`config.mk`:
```
export PLATFORM = sky130hd
export DESIGN_NAME = qspi_tx_fifo
export DESIGN_NICKNAME = d
export VERILOG_FILES = /design/src/rtl/qspi_pkg.sv /design/src/rtl/qspi_entry_queue.sv /design/src/rtl/qspi_shift_engine.sv /design/src/rtl/qspi_tx_fifo.sv
export SDC_FILE = /design/constraint.sdc
export NUM_CORES = 1
export LEC_CHECK = 0
export BUFFER_PORTS_ARGS = -buffer_cell sky130_fd_sc_hd__buf_4
export CAP_MARGIN = 20
export CORE_ASPECT_RATIO = 1.25
export CORE_MARGIN = 1.5
export CORE_UTILIZATION = 30
export CTS_BUF_LIST = sky130_fd_sc_hd__clkbuf_8
export CTS_CLUSTER_DIAMETER = 100
export DETAILED_ROUTE_END_ITERATION = 12
export PLACE_DENSITY = 0.45
export SLEW_MARGIN = 20
export SYNTH_ARGS = -nofsm -noshare
export SYNTH_HDL_FRONTEND = slang
export SYNTH_SLANG_ARGS = --single-unit
```
`constraint.sdc`:
```
create_clock -name clk -period 2.9 [get_ports clk]
set_clock_uncertainty 0.05 [all_clocks]
set_input_delay 0.58 -clock clk [delete_from_list [all_inputs] [get_ports clk]]
set_output_delay 0.58 -clock clk [all_outputs]
set_load 0.02 [all_outputs]
```
`src/rtl/qspi_pkg.sv`:
```
package qspi_pkg;

    typedef enum logic [1:0] {
        ST_WAIT  = 2'd0,
        ST_SHIFT = 2'd1,
        ST_HALT  = 2'd2
    } eng_state_e;

    // Burst length from the 4-bit count register: zero stands for sixteen.
    function automatic logic [4:0] burst_target(input logic [3:0] code);
        return (code == 4'd0) ? 5'd16 : {1'b0, code};
    endfunction

endpackage

```
`src/rtl/qspi_entry_queue.sv`:
```
module qspi_entry_queue #(
    parameter int DEPTH  = 16,
    parameter int ENT_W  = 20
) (
    input  logic             clk,
    input  logic             rst_n,
    input  logic             clr,
    input  logic             push,
    input  logic [ENT_W-1:0] push_ent,
    input  logic             pop,
    output logic [ENT_W-1:0] head_ent,
    output logic             empty,
    output logic             full
);
    localparam int PTR_W = (DEPTH > 1) ? $clog2(DEPTH) : 1;
    localparam int OCC_W = $clog2(DEPTH + 1);

    typedef struct packed {
        logic [PTR_W-1:0] wr_ptr;
        logic [PTR_W-1:0] rd_ptr;
        logic [OCC_W-1:0] occ;
    } q_state_t;

    q_state_t q_q, q_d;
    logic [ENT_W-1:0] mem_q [DEPTH];
    logic do_push, do_pop;

    function automatic logic [PTR_W-1:0] bump(input logic [PTR_W-1:0] p);
        return (p == PTR_W'(DEPTH - 1)) ? '0 : p + 1'b1;
    endfunction

    assign full     = (q_q.occ == OCC_W'(DEPTH));
    assign empty    = (q_q.occ == '0);
    assign do_push  = push && !full && !clr;
    assign do_pop   = pop && !empty && !clr;
    assign head_ent = mem_q[q_q.rd_ptr];

    always_comb begin
        q_d = q_q;
        if (clr) begin
            q_d = '0;
        end else begin
            if (do_push) q_d.wr_ptr = bump(q_q.wr_ptr);
            if (do_pop)  q_d.rd_ptr = bump(q_q.rd_ptr);
            case ({do_push, do_pop})
                2'b10:   q_d.occ = q_q.occ + 1'b1;
                2'b01:   q_d.occ = q_q.occ - 1'b1;
                default: q_d.occ = q_q.occ;
            endcase
        end
    end

    always_ff @(posedge clk or negedge rst_n) begin
        if (!rst_n) q_q <= '0;
        else        q_q <= q_d;
    end

    always_ff @(posedge clk) begin
        if (do_push) mem_q[q_q.wr_ptr] <= push_ent;
    end

    AST_FULL_WRITE_DROPPED: assert property (@(posedge clk) disable iff (!rst_n)
        (full && push && !pop && !clr) |=> full);
    AST_CLEAR_EMPTIES: assert property (@(posedge clk) disable iff (!rst_n)
        clr |=> (empty && !full));
    AST_POP_ONLY_NONEMPTY: assert property (@(posedge clk) disable iff (!rst_n)
        pop |-> !empty);
endmodule

```
`src/rtl/qspi_shift_engine.sv`:
```
module qspi_shift_engine
    import qspi_pkg::*;
#(
    parameter int CS_N    = 4,
    parameter int DATA_W  = 16,
    parameter int CLK_DIV = 2,
    parameter int LEN_W   = $clog2(DATA_W)
) (
    input  logic              clk,
    input  logic              rst_n,
    input  logic              clr,
    input  logic              en,
    input  logic              lsb_first,
    input  logic [LEN_W-1:0]  len_code,
    input  logic [4:0]        target,
    input  logic              q_empty,
    input  logic [CS_N-1:0]   q_cs,
    input  logic [DATA_W-1:0] q_data,
    output logic              pop,
    output logic              sclk,
    output logic              sdo,
    output logic [CS_N-1:0]   sel,
    output logic              irq
);
    localparam int DIV_W = (CLK_DIV > 1) ? $clog2(CLK_DIV) : 1;
    localparam int CNT_W = LEN_W + 1;

    typedef struct packed {
        eng_state_e        st;
        logic [DATA_W-1:0] shreg;
        logic [CNT_W-1:0]  bitidx;
        logic [CNT_W-1:0]  len;
        logic              lsb;
        logic [DIV_W-1:0]  div;
        logic              sclk;
        logic [CS_N-1:0]   sel;
        logic [4:0]        sent;
        logic              irq;
    } eng_t;

    eng_t e_q, e_d;
    logic [CNT_W-1:0] len_bits;
    logic [LEN_W-1:0] top_idx;

    assign len_bits = (len_code == '0) ? CNT_W'(DATA_W) : {1'b0, len_code};
    assign top_idx  = LEN_W'(e_q.len - 1'b1);
    assign sdo      = e_q.lsb ? e_q.shreg[0] : e_q.shreg[top_idx];
    assign sclk     = e_q.sclk;
    assign sel      = e_q.sel;
    assign irq      = e_q.irq;

    always_comb begin
        e_d     = e_q;
        e_d.irq = 1'b0;
        pop     = 1'b0;
        if (clr) begin
            e_d.st   = ST_WAIT;
            e_d.sent = '0;
            e_d.sclk = 1'b0;
            e_d.sel  = '0;
        end else if (!en) begin
            e_d.st   = (e_q.st == ST_HALT) ? ST_HALT : ST_WAIT;
            e_d.sclk = 1'b0;
            e_d.sel  = '0;
        end else begin
            case (e_q.st)
                ST_WAIT: begin
                    if (!q_empty) begin
                        pop        = 1'b1;
                        e_d.st     = ST_SHIFT;
                        e_d.shreg  = q_data;
                        e_d.sel    = q_cs;
                        e_d.lsb    = lsb_first;
                        e_d.len    = len_bits;
                        e_d.bitidx = '0;
                        e_d.div    = '0;
                        e_d.sclk   = 1'b0;
                    end
                end
                ST_SHIFT: begin
                    if (e_q.div == DIV_W'(CLK_DIV - 1)) begin
                        e_d.div = '0;
                        if (!e_q.sclk) begin
                            e_d.sclk = 1'b1;
                        end else begin
                            e_d.sclk = 1'b0;
                            if (e_q.bitidx == e_q.len - 1'b1) begin
                                e_d.sel  = '0;
                                e_d.sent = e_q.sent + 1'b1;
                                if (e_q.sent + 1'b1 == target) begin
                                    e_d.irq = 1'b1;
                                    e_d.st  = ST_HALT;
                                end else begin
                                    e_d.st  = ST_WAIT;
                                end
                            end else begin
                                e_d.bitidx = e_q.bitidx + 1'b1;
                                e_d.shreg  = e_q.lsb ? (e_q.shreg >> 1) : (e_q.shreg << 1);
                            end
                        end
                    end else begin
                        e_d.div = e_q.div + 1'b1;
                    end
                end
                default: ;
            endcase
        end
    end

    always_ff @(posedge clk or negedge rst_n) begin
        if (!rst_n) begin
            e_q     <= '0;
            e_q.st  <= ST_WAIT;
            e_q.len <= CNT_W'(DATA_W);
        end else begin
            e_q <= e_d;
        end
    end

    AST_QUIET_WHEN_DISABLED: assert property (@(posedge clk) disable iff (!rst_n)
        !en |=> (!sclk && sel == '0));
    AST_SDO_STABLE_HIGH: assert property (@(posedge clk) disable iff (!rst_n)
        sclk |-> $stable(sdo));
    AST_SELECT_HELD: assert property (@(posedge clk) disable iff (!rst_n)
        (e_q.st == ST_SHIFT && $past(e_q.st == ST_SHIFT)) |-> $stable(sel));
    AST_IRQ_ONE_CYCLE: assert property (@(posedge clk) disable iff (!rst_n)
        irq |=> !irq);
    AST_HALT_UNTIL_CLEAR: assert property (@(posedge clk) disable iff (!rst_n)
        (e_q.st == ST_HALT && !clr) |=> (e_q.st == ST_HALT && !sclk));
    AST_WAIT_CLOCK_IDLE: assert property (@(posedge clk) disable iff (!rst_n)
        (e_q.st == ST_WAIT) |-> (!sclk && sel == '0));
endmodule

```
`src/rtl/qspi_tx_fifo.sv`:
```
module qspi_tx_fifo
    import qspi_pkg::*;
#(
    parameter int CS_N    = 4,
    parameter int DATA_W  = 16,
    parameter int DEPTH   = 16,
    parameter int CLK_DIV = 2,
    localparam int LEN_W  = $clog2(DATA_W)
) (
    input  logic              clk,
    input  logic              rst_n,
    input  logic              cs_wr,
    input  logic [CS_N-1:0]   cs_wdata,
    input  logic              dat_wr,
    input  logic [DATA_W-1:0] dat_wdata,
    input  logic              ptr_clr,
    input  logic              cnt_wr,
    input  logic [3:0]        cnt_wdata,
    input  logic              tx_en,
    input  logic              lsb_first,
    input  logic [LEN_W-1:0]  len_code,
    input  logic [CS_N-1:0]   cs_act_high,
    output logic              fifo_full,
    output logic              sclk,
    output logic              sdo,
    output logic [CS_N-1:0]   cs_out,
    output logic              done_irq
);
    localparam int ENT_W = CS_N + DATA_W;

    typedef struct packed {
        logic [CS_N-1:0] cs_stage;
        logic [3:0]      count;
    } host_t;

    host_t h_q, h_d;
    logic [ENT_W-1:0] head_ent;
    logic q_empty, q_pop;
    logic [CS_N-1:0] sel;

    always_comb begin
        h_d = h_q;
        if (cs_wr)  h_d.cs_stage = cs_wdata;
        if (cnt_wr) h_d.count    = cnt_wdata;
    end

    always_ff @(posedge clk or negedge rst_n) begin
        if (!rst_n) h_q <= '0;
        else        h_q <= h_d;
    end

    qspi_entry_queue #(.DEPTH(DEPTH), .ENT_W(ENT_W)) u_queue (
        .clk      (clk),
        .rst_n    (rst_n),
        .clr      (ptr_clr),
        .push     (dat_wr),
        .push_ent ({h_q.cs_stage, dat_wdata}),
        .pop      (q_pop),
        .head_ent (head_ent),
        .empty    (q_empty),
        .full     (fifo_full)
    );

    qspi_shift_engine #(.CS_N(CS_N), .DATA_W(DATA_W), .CLK_DIV(CLK_DIV), .LEN_W(LEN_W)) u_engine (
        .clk       (clk),
        .rst_n     (rst_n),
        .clr       (ptr_clr),
        .en        (tx_en),
        .lsb_first (lsb_first),
        .len_code  (len_code),
        .target    (burst_target(h_q.count)),
        .q_empty   (q_empty),
        .q_cs      (head_ent[ENT_W-1:DATA_W]),
        .q_data    (head_ent[DATA_W-1:0]),
        .pop       (q_pop),
        .sclk      (sclk),
        .sdo       (sdo),
        .sel       (sel),
        .irq       (done_irq)
    );

    // Each line sits at its active level exactly when selected.
    generate
        for (genvar i = 0; i < CS_N; i++) begin : g_cs
            assign cs_out[i] = ~(sel[i] ^ cs_act_high[i]);
        end
    endgenerate

    AST_IRQ_RELEASES_CS: assert property (@(posedge clk) disable iff (!rst_n)
        done_irq |-> (cs_out == ~cs_act_high));
    AST_NO_CLOCK_DISABLED: assert property (@(posedge clk) disable iff (!rst_n)
        (!tx_en && !$past(tx_en)) |-> !sclk);
endmodule

```
==> results of run 1 <==
## metal layers
layer | global-route usage (%) | vias up | wire length [microns]
met1 | 17.7 | 4277 | 15800
li1 | - | 3661 | -
met4 | 4.77 | 0 | 889
met5 | 0 | - | 0
met3 | 2.70 | 62 | 1550
met2 | 24.8 | 156 | 19200
## placed cells by master (no fill, tap or decap), types with 5 or more instances in the layout
master / instances
nor2_1: 20
xor2_1: 13
inv_1: 29
clkinv_1: 15
a22o_1: 6
mux2i_1: 50
nor3_1: 6
a21oi_1: 7
edfxtp_1: 320
dfrtp_1: 58
nand2b_1: 7
nand3_1: 6
nor2b_1: 6
mux2_2: 18
buf_12: 16
mux4_2: 88
ha_1: 10
nand2_1: 34
nor2_2: 13
clkbuf_8: 64
o21ai_0: 27
mux2_4: 8
buf_4: 91
o22a_1: 13
bufinv_16: 5
xnor2_1: 12
a21o_1: 5
## path summary, 6_finish.rpt
kind	from	end	slack, ns	cells after the start
worst max-delay path	u_engine.e_q[14]$_DFFE_PN0P_	sdo	-0.14	8
worst min-delay path	len_code[3]	u_engine.e_q[16]$_DFFE_PN0P_	0.09	3
worst max register to register	u_queue.q_q[1]$_DFFE_PN0P_	u_queue.q_q[4]$_DFFE_PN0P_	0.21	11
worst min register to register	u_engine.e_q[17]$_DFFE_PN1P_	u_engine.e_q[17]$_DFFE_PN1P_	0.44	2
max in group asynchronous	rst_n	u_engine.e_q[17]$_DFFE_PN1P_	1.84	3
min in group asynchronous	rst_n	h_q[4]$_DFFE_PN0P_	0.34	2
## power by group
group / internal, mW / total, mW / switching (mW)
sequential: 6.18 / 6.52 / 0.335
clock: 2.48 / 4.60 / 2.12
combinational: 1.31 / 2.60 / 1.29
total: 9.98 / 13.7 / 3.75
## flip-flops by register name, indices dropped and copies added (netlist names)
register,count
u_engine.sclk,1
u_queue.q_q,13
h_q,8
u_queue.mem_q,320
u_engine.e_q,35
u_engine.sel,4
u_engine.irq,1
## worst max-delay path: stages (launching register included)
cell     delay, ns
dfrtp_1       0.35
inv_2         0.05
ha_4          0.30
mux4_2        0.49
mux2i_1       0.14
nand2_1       0.06
o21ai_1       0.08
o21ai_1       0.08
buf_4         0.18
## kinds of logic (layout without fill, tap and decap cells)
kind of cell	count (synthesis)	count (layout)	share of synthesized area, %
simple gates	123	123	4.02
compound gates	84	84	3.90
xor+xnor	26	26	1.52
flops	382	382	70.4
other cells	0	1	0
fa+ha+maj	12	12	0.994
mux	164	164	17.7
buf+inv	51	232	1.51
## layout make-up
cell class              count  area, sq um  share of cell area, %
diodes                      1         2.50                 0.0133
clock buffers              64          881                   4.67
clock inverters            47          329                   1.75
inverters                  12         45.0                  0.239
multi-input cells         409         4560                   24.2
flip-flops and latches    382        11200                   59.2
well taps                 672          841                   4.46
repair buffers            109         1020                   5.43
## timing repair
item | CTS | global route
endpoints found under the setup margin | 1 | 2
buffers inserted | 2 | 0
pin swaps | 1 | 0
hold buffers | 2 | 0
hold endpoints to repair | 22 | 0
resized for setup | 6 | 3
## per-stage QoR
step                hold slack (ns)  cell area (sq um)  util [%]
finish                       0.0887              18900      35.9
global route                 0.0560              18900      35.9
CTS                          0.0208              18800      35.9
detailed placement            0.445              17600      33.5
global placement              0.429              17600      33.5
floorplan                     0.234              15900         -
==> flow_summary.ini, run 1 <==
[status]
status = complete, but fails checks
violations = negative setup slack

[die]
core-area_sq_um = 52500
die_area_sq_um = 54300
fp-row-count = 94
die_y_microns = 260
pin_count = 48
initial_core_util_pct = 30.2
dieWidth_microns = 209

[global_route]
grt_pass1_wl_microns = 57100
grt_max_degree = 42
grt_pass1_vias = 8823
grt_overflow_total = 0
antenna_found_initial = 1
grt_usage_pct = 14.2

[min_path]
hp-class = in2reg

[clock_network]
cts_buffer_depth = 3
worstSkewPairLatency_ns = 0.66
cts_root_buffer = clkbuf_8
h-tree-depth = 2
numCtsBuffers = 60
clock_sinks = 382
clk_pin_slew_ns = 0.06
cts_tree = done

[timing]
setup_viol = 1
slew_headroom_pct = 31.3
period_minus_slack_ns = 3.04
fmaxAchievable_mhz = 329
tightestPinTransition_ns = 1.03
fin_ws_ns = -0.137
period_share_pct = 105
timing_max_transition_violations_final = 0
hold_viol = 0
fin_tns_setup_ns = -0.137
grt_setup_unrepaired = true

[yosys]
synthTopCellsByArea = edfxtp_1, mux4_2, dfrtp_1
async_flop_share_pct = 16.2
yosysUniqueCellTypes = 61
synth-edff-count = 320
synth_ff_type = edfxtp_1
synth_commonest_cells = edfxtp_1, mux4_2, dfrtp_1
synthCells = 842
syn_nets = 894
yosysMostFrequentCell = edfxtp_1
ys_warn_count = 0
syn_avg_cell_area_sq_um = 18.8
synth-seq-cells = 382
yosysTopAreaCellShare_pct = 60.6
yosys.area.top_type = edfxtp_1
syn-cell-area_sq_um = 15900
yosysSeqAreaShare_pct = 70.4

[worst_setup_path]
critical_path_class = reg2out
crit_arrival_ns = 2.41
cp-start-kind = flip-flop
required_ns = 2.27
critPathMaxFanout = 5
crit_path_end_kind = primary output

[drt]
ant_nets = 0
wl_per_cell_microns = 22.1
dr.pass1.iters = 5
drt_wl_total_microns = 37500
vias = 8156
drt_iter0_drc = 422
drc = 0
vias_per_cell = 4.81

[place]
io_buffers = 47
placedCellCount = 1580
place_worst_setup_slack_ns = 0.130
place_congestion = 0.744
dp_hpwl_microns = 23000

[power]
power_density_nw_per_um2 = 728
vdd_drop_max_mv = 0.292
p_total_mw = 13.7
p_leak_nw = 6.34

[finish]
finalNetCount = 1026
areaGrowthSynthToFinish_pct = 18.9
instances_no_fill = 1696
final_layout_size_suffix_gt1_share_pct = 33.2
fillCellCount = 4955

[run]
drv_cap = 0
(Power assumes the default switching activity.)
==> run 2, diff against run 1 <==
--- a/config.mk
+++ b/config.mk
@@ -6,15 +6,16 @@
 export NUM_CORES = 1
 export LEC_CHECK = 0
 export BUFFER_PORTS_ARGS = -buffer_cell sky130_fd_sc_hd__buf_4
-export CAP_MARGIN = 20
+export CAP_MARGIN = 25
 export CORE_ASPECT_RATIO = 1.25
 export CORE_MARGIN = 1.5
-export CORE_UTILIZATION = 30
+export CORE_UTILIZATION = 58
 export CTS_BUF_LIST = sky130_fd_sc_hd__clkbuf_8
 export CTS_CLUSTER_DIAMETER = 100
 export DETAILED_ROUTE_END_ITERATION = 12
-export PLACE_DENSITY = 0.45
+export PLACE_DENSITY = 0.77
 export SLEW_MARGIN = 20
 export SYNTH_ARGS = -nofsm -noshare
 export SYNTH_HDL_FRONTEND = slang
+export SYNTH_HIERARCHICAL = 1
 export SYNTH_SLANG_ARGS = --single-unit
==> flow_summary.ini, run 2 <==
[finish]
most-common-layout-cells = edfxtp_1, mux2i_1, buf_4
largest_register_ff_count = 320
final_layout_size_suffix_gt1_share_pct = 27.2
n_antenna_cell = 0
post-route-util_pct = 68.4
mostFrequentLayoutCell = edfxtp_1
regMostFlops = u_queue/mem_q
finalNetCount = 1136
fillCellCount = 1774
largestRegisters = u_queue/mem_q: 320 flops, u_engine/e_q: 35 flops, u_queue/q_q: 13 flops
instances_no_fill = 1478
areaGrowthSynthToFinish_pct = 16.1

[run]
drv_cap = 0

[drt]
dr.pass1.iters = 7
drc = 0
ant_nets = 0
vias = 9174
drt_wl_total_microns = 35400
drt_iter0_drc = 724
wl_per_cell_microns = 23.9
vias_per_cell = 6.21

[yosys]
yosysMostFrequentCell = edfxtp_1
syn_nets = 1028
synthTopCellsByArea = edfxtp_1, dfrtp_1, mux2i_1
synth-seq-cells = 382
async_flop_share_pct = 16.2
yosysUniqueCellTypes = 64
yosys.area.top_type = edfxtp_1
synth-xor-area-share_pct = 1.22
synth_compound_area_share_pct = 6.94
yosysTopAreaCellShare_pct = 59.2
synth_ff_type = edfxtp_1
synthAdderAreaFrac_pct = 0.971
yosys.area_share.simple_pct = 4.68
syn_avg_cell_area_sq_um = 16.6
syn-cell-area_sq_um = 16200
ys_warn_count = 6
synth_mux_area_share_pct = 14.9
synthCells = 976
synth-edff-count = 320
synth_top_family_by_area = multiplexers
yosysSeqAreaShare_pct = 68.8
synth_commonest_cells = edfxtp_1, mux2i_1, dfrtp_1

[status]
violations = negative setup slack
status = complete, but fails checks

[place]
placedCellCount = 1372
dp_hpwl_microns = 20600
io_buffers = 47
place_congestion = 0.804

[clock_network]
clk_pin_slew_ns = 0.06
numCtsBuffers = 57
ctsHoldBuffers = 0
clock_sinks = 382
h-tree-depth = 2
cts_buffer_depth = 3
cts_tree = done
worstSkewPairLatency_ns = 0.61
cts_root_buffer = clkbuf_8

[worst_setup_path]
critPathMaxFanout = 6
crit_arrival_ns = 2.53
r2r_setup_slack_ns = 0.03
cp-start-kind = flip-flop
crit_slowest_cell = mux4_2
critical_path_class = reg2out
critical-path-top-delay-family = multiplexers
worstPathCellList = buf_6 -> mux4_2 -> mux4_2 -> mux2_2 -> buf_6
required_ns = 2.27
slowest_delay_ns = 0.49
critPathBufInv = 2
crit_path_end_kind = primary output

[die]
die_area_sq_um = 29000
initial_core_util_pct = 58.9
core-area_sq_um = 27600
pin_count = 48
die_y_microns = 190
dieWidth_microns = 153
fp-row-count = 68

[timing]
hold_slack_ns = 0.0155
tightestPinTransition_ns = 0.876
grt_setup_unrepaired = true
timing_max_transition_violations_final = 0
fmaxAchievable_mhz = 316
fin_ws_ns = -0.260
setup_viol = 1
hold_viol = 0
period_share_pct = 109
period_minus_slack_ns = 3.16
slew_headroom_pct = 41.6

[power]
power.switching_mw = 3.58
p_leak_nw = 6.51
p_comb_share_pct = 20.3
swShare_pct = 26.2
p_total_mw = 13.7
pwr-share-seq_pct = 47.3
vdd_drop_max_mv = 0.546
intPower_mw = 10.1
clkPwrFrac_pct = 32.3
power_density_nw_per_um2 = 724

[global_route]
grt_overflow_total = 0
grt_max_degree = 63
grt_pass1_vias = 9555
grt_pass1_wl_microns = 54300
grt_usage_pct = 25.0
antenna_found_initial = 0

[min_path]
hp-class = in2async
[run 2: power by group through the flow]
stage	logic (mW)	clock network, mW	registers [mW]
finish	2.77	4.42	6.46
CTS	2.76	4.50	6.46
global route	3.00	4.74	6.49
global placement	2.58	0	6.56
detailed placement	2.65	0	6.57
floorplan	2.00	0	6.47
[run 2: layout make-up]
class                           instances  area [sq um]  share of cell area [%]
Clock buffer                           59           812                    4.31
Clock inverter                         44           348                    1.85
Inverter                               17          66.3                   0.352
Multi-Input combinational cell        513          4860                    25.8
Sequential cell                       382         11200                    59.2
Tap cell                              350           438                    2.32
Timing Repair Buffer                  113          1160                    6.15
[run 2: logic make-up after synthesis]
logic type                 count (synthesis)
AOI/OAI and AO/OA                        154
xor gates and xnor gates                  21
adders and majority gates                 12
buffers and inverters                     81
DFF                                      382
muxes                                    178
and+or+nand+nor                          148
[run 2: per-layer routing]
metal	up-vias	routed length (microns)	track usage, %
met5	-	0	0
met4	0	1110	10.4
met3	73	2540	4.51
met2	345	18200	42.7
met1	4681	13600	31.7
li1	4075	-	-
[run 2: what timing repair did]
| action | CTS | global route |
|---|---|---|
| setup endpoints to repair | 2 | 3 |
| gates resized for setup | 10 | 5 |
| pin swaps | 1 | 3 |
| cloned | 0 | 0 |
| setup buffers | 2 | 1 |
[run 2: stage by stage]
step           area [sq um]  setup TNS (ns)  setup slack [ns]
3_5_place_dp          17600          -0.219            -0.132
4_1_cts               18800          -0.287            -0.287
5_1_grt               18900          -0.453            -0.349
2_1_floorplan         16300          -0.672            -0.328
6_report              18900          -0.260            -0.260
3_3_place_gp          17600          -0.146           -0.0953
[run 2: final timing paths]
kind	endpoint	cells after the start	start
min	u_engine/e_q[23]$_DFFE_PN0P_	1	rst_n
max	sdo	5	u_engine/e_q[13]$_DFFE_PN0P_
min reg2reg	u_engine/e_q[17]$_DFFE_PN1P_	2	u_engine/e_q[17]$_DFFE_PN1P_
max in group asynchronous	u_queue/q_q[5]$_DFFE_PN0P_	1	rst_n
min in group clk	u_engine/e_q[12]$_DFFE_PN0P_	3	lsb_first
max reg2reg	u_queue/q_q[4]$_DFFE_PN0P_	13	u_queue/q_q[0]$_DFFE_PN0P_
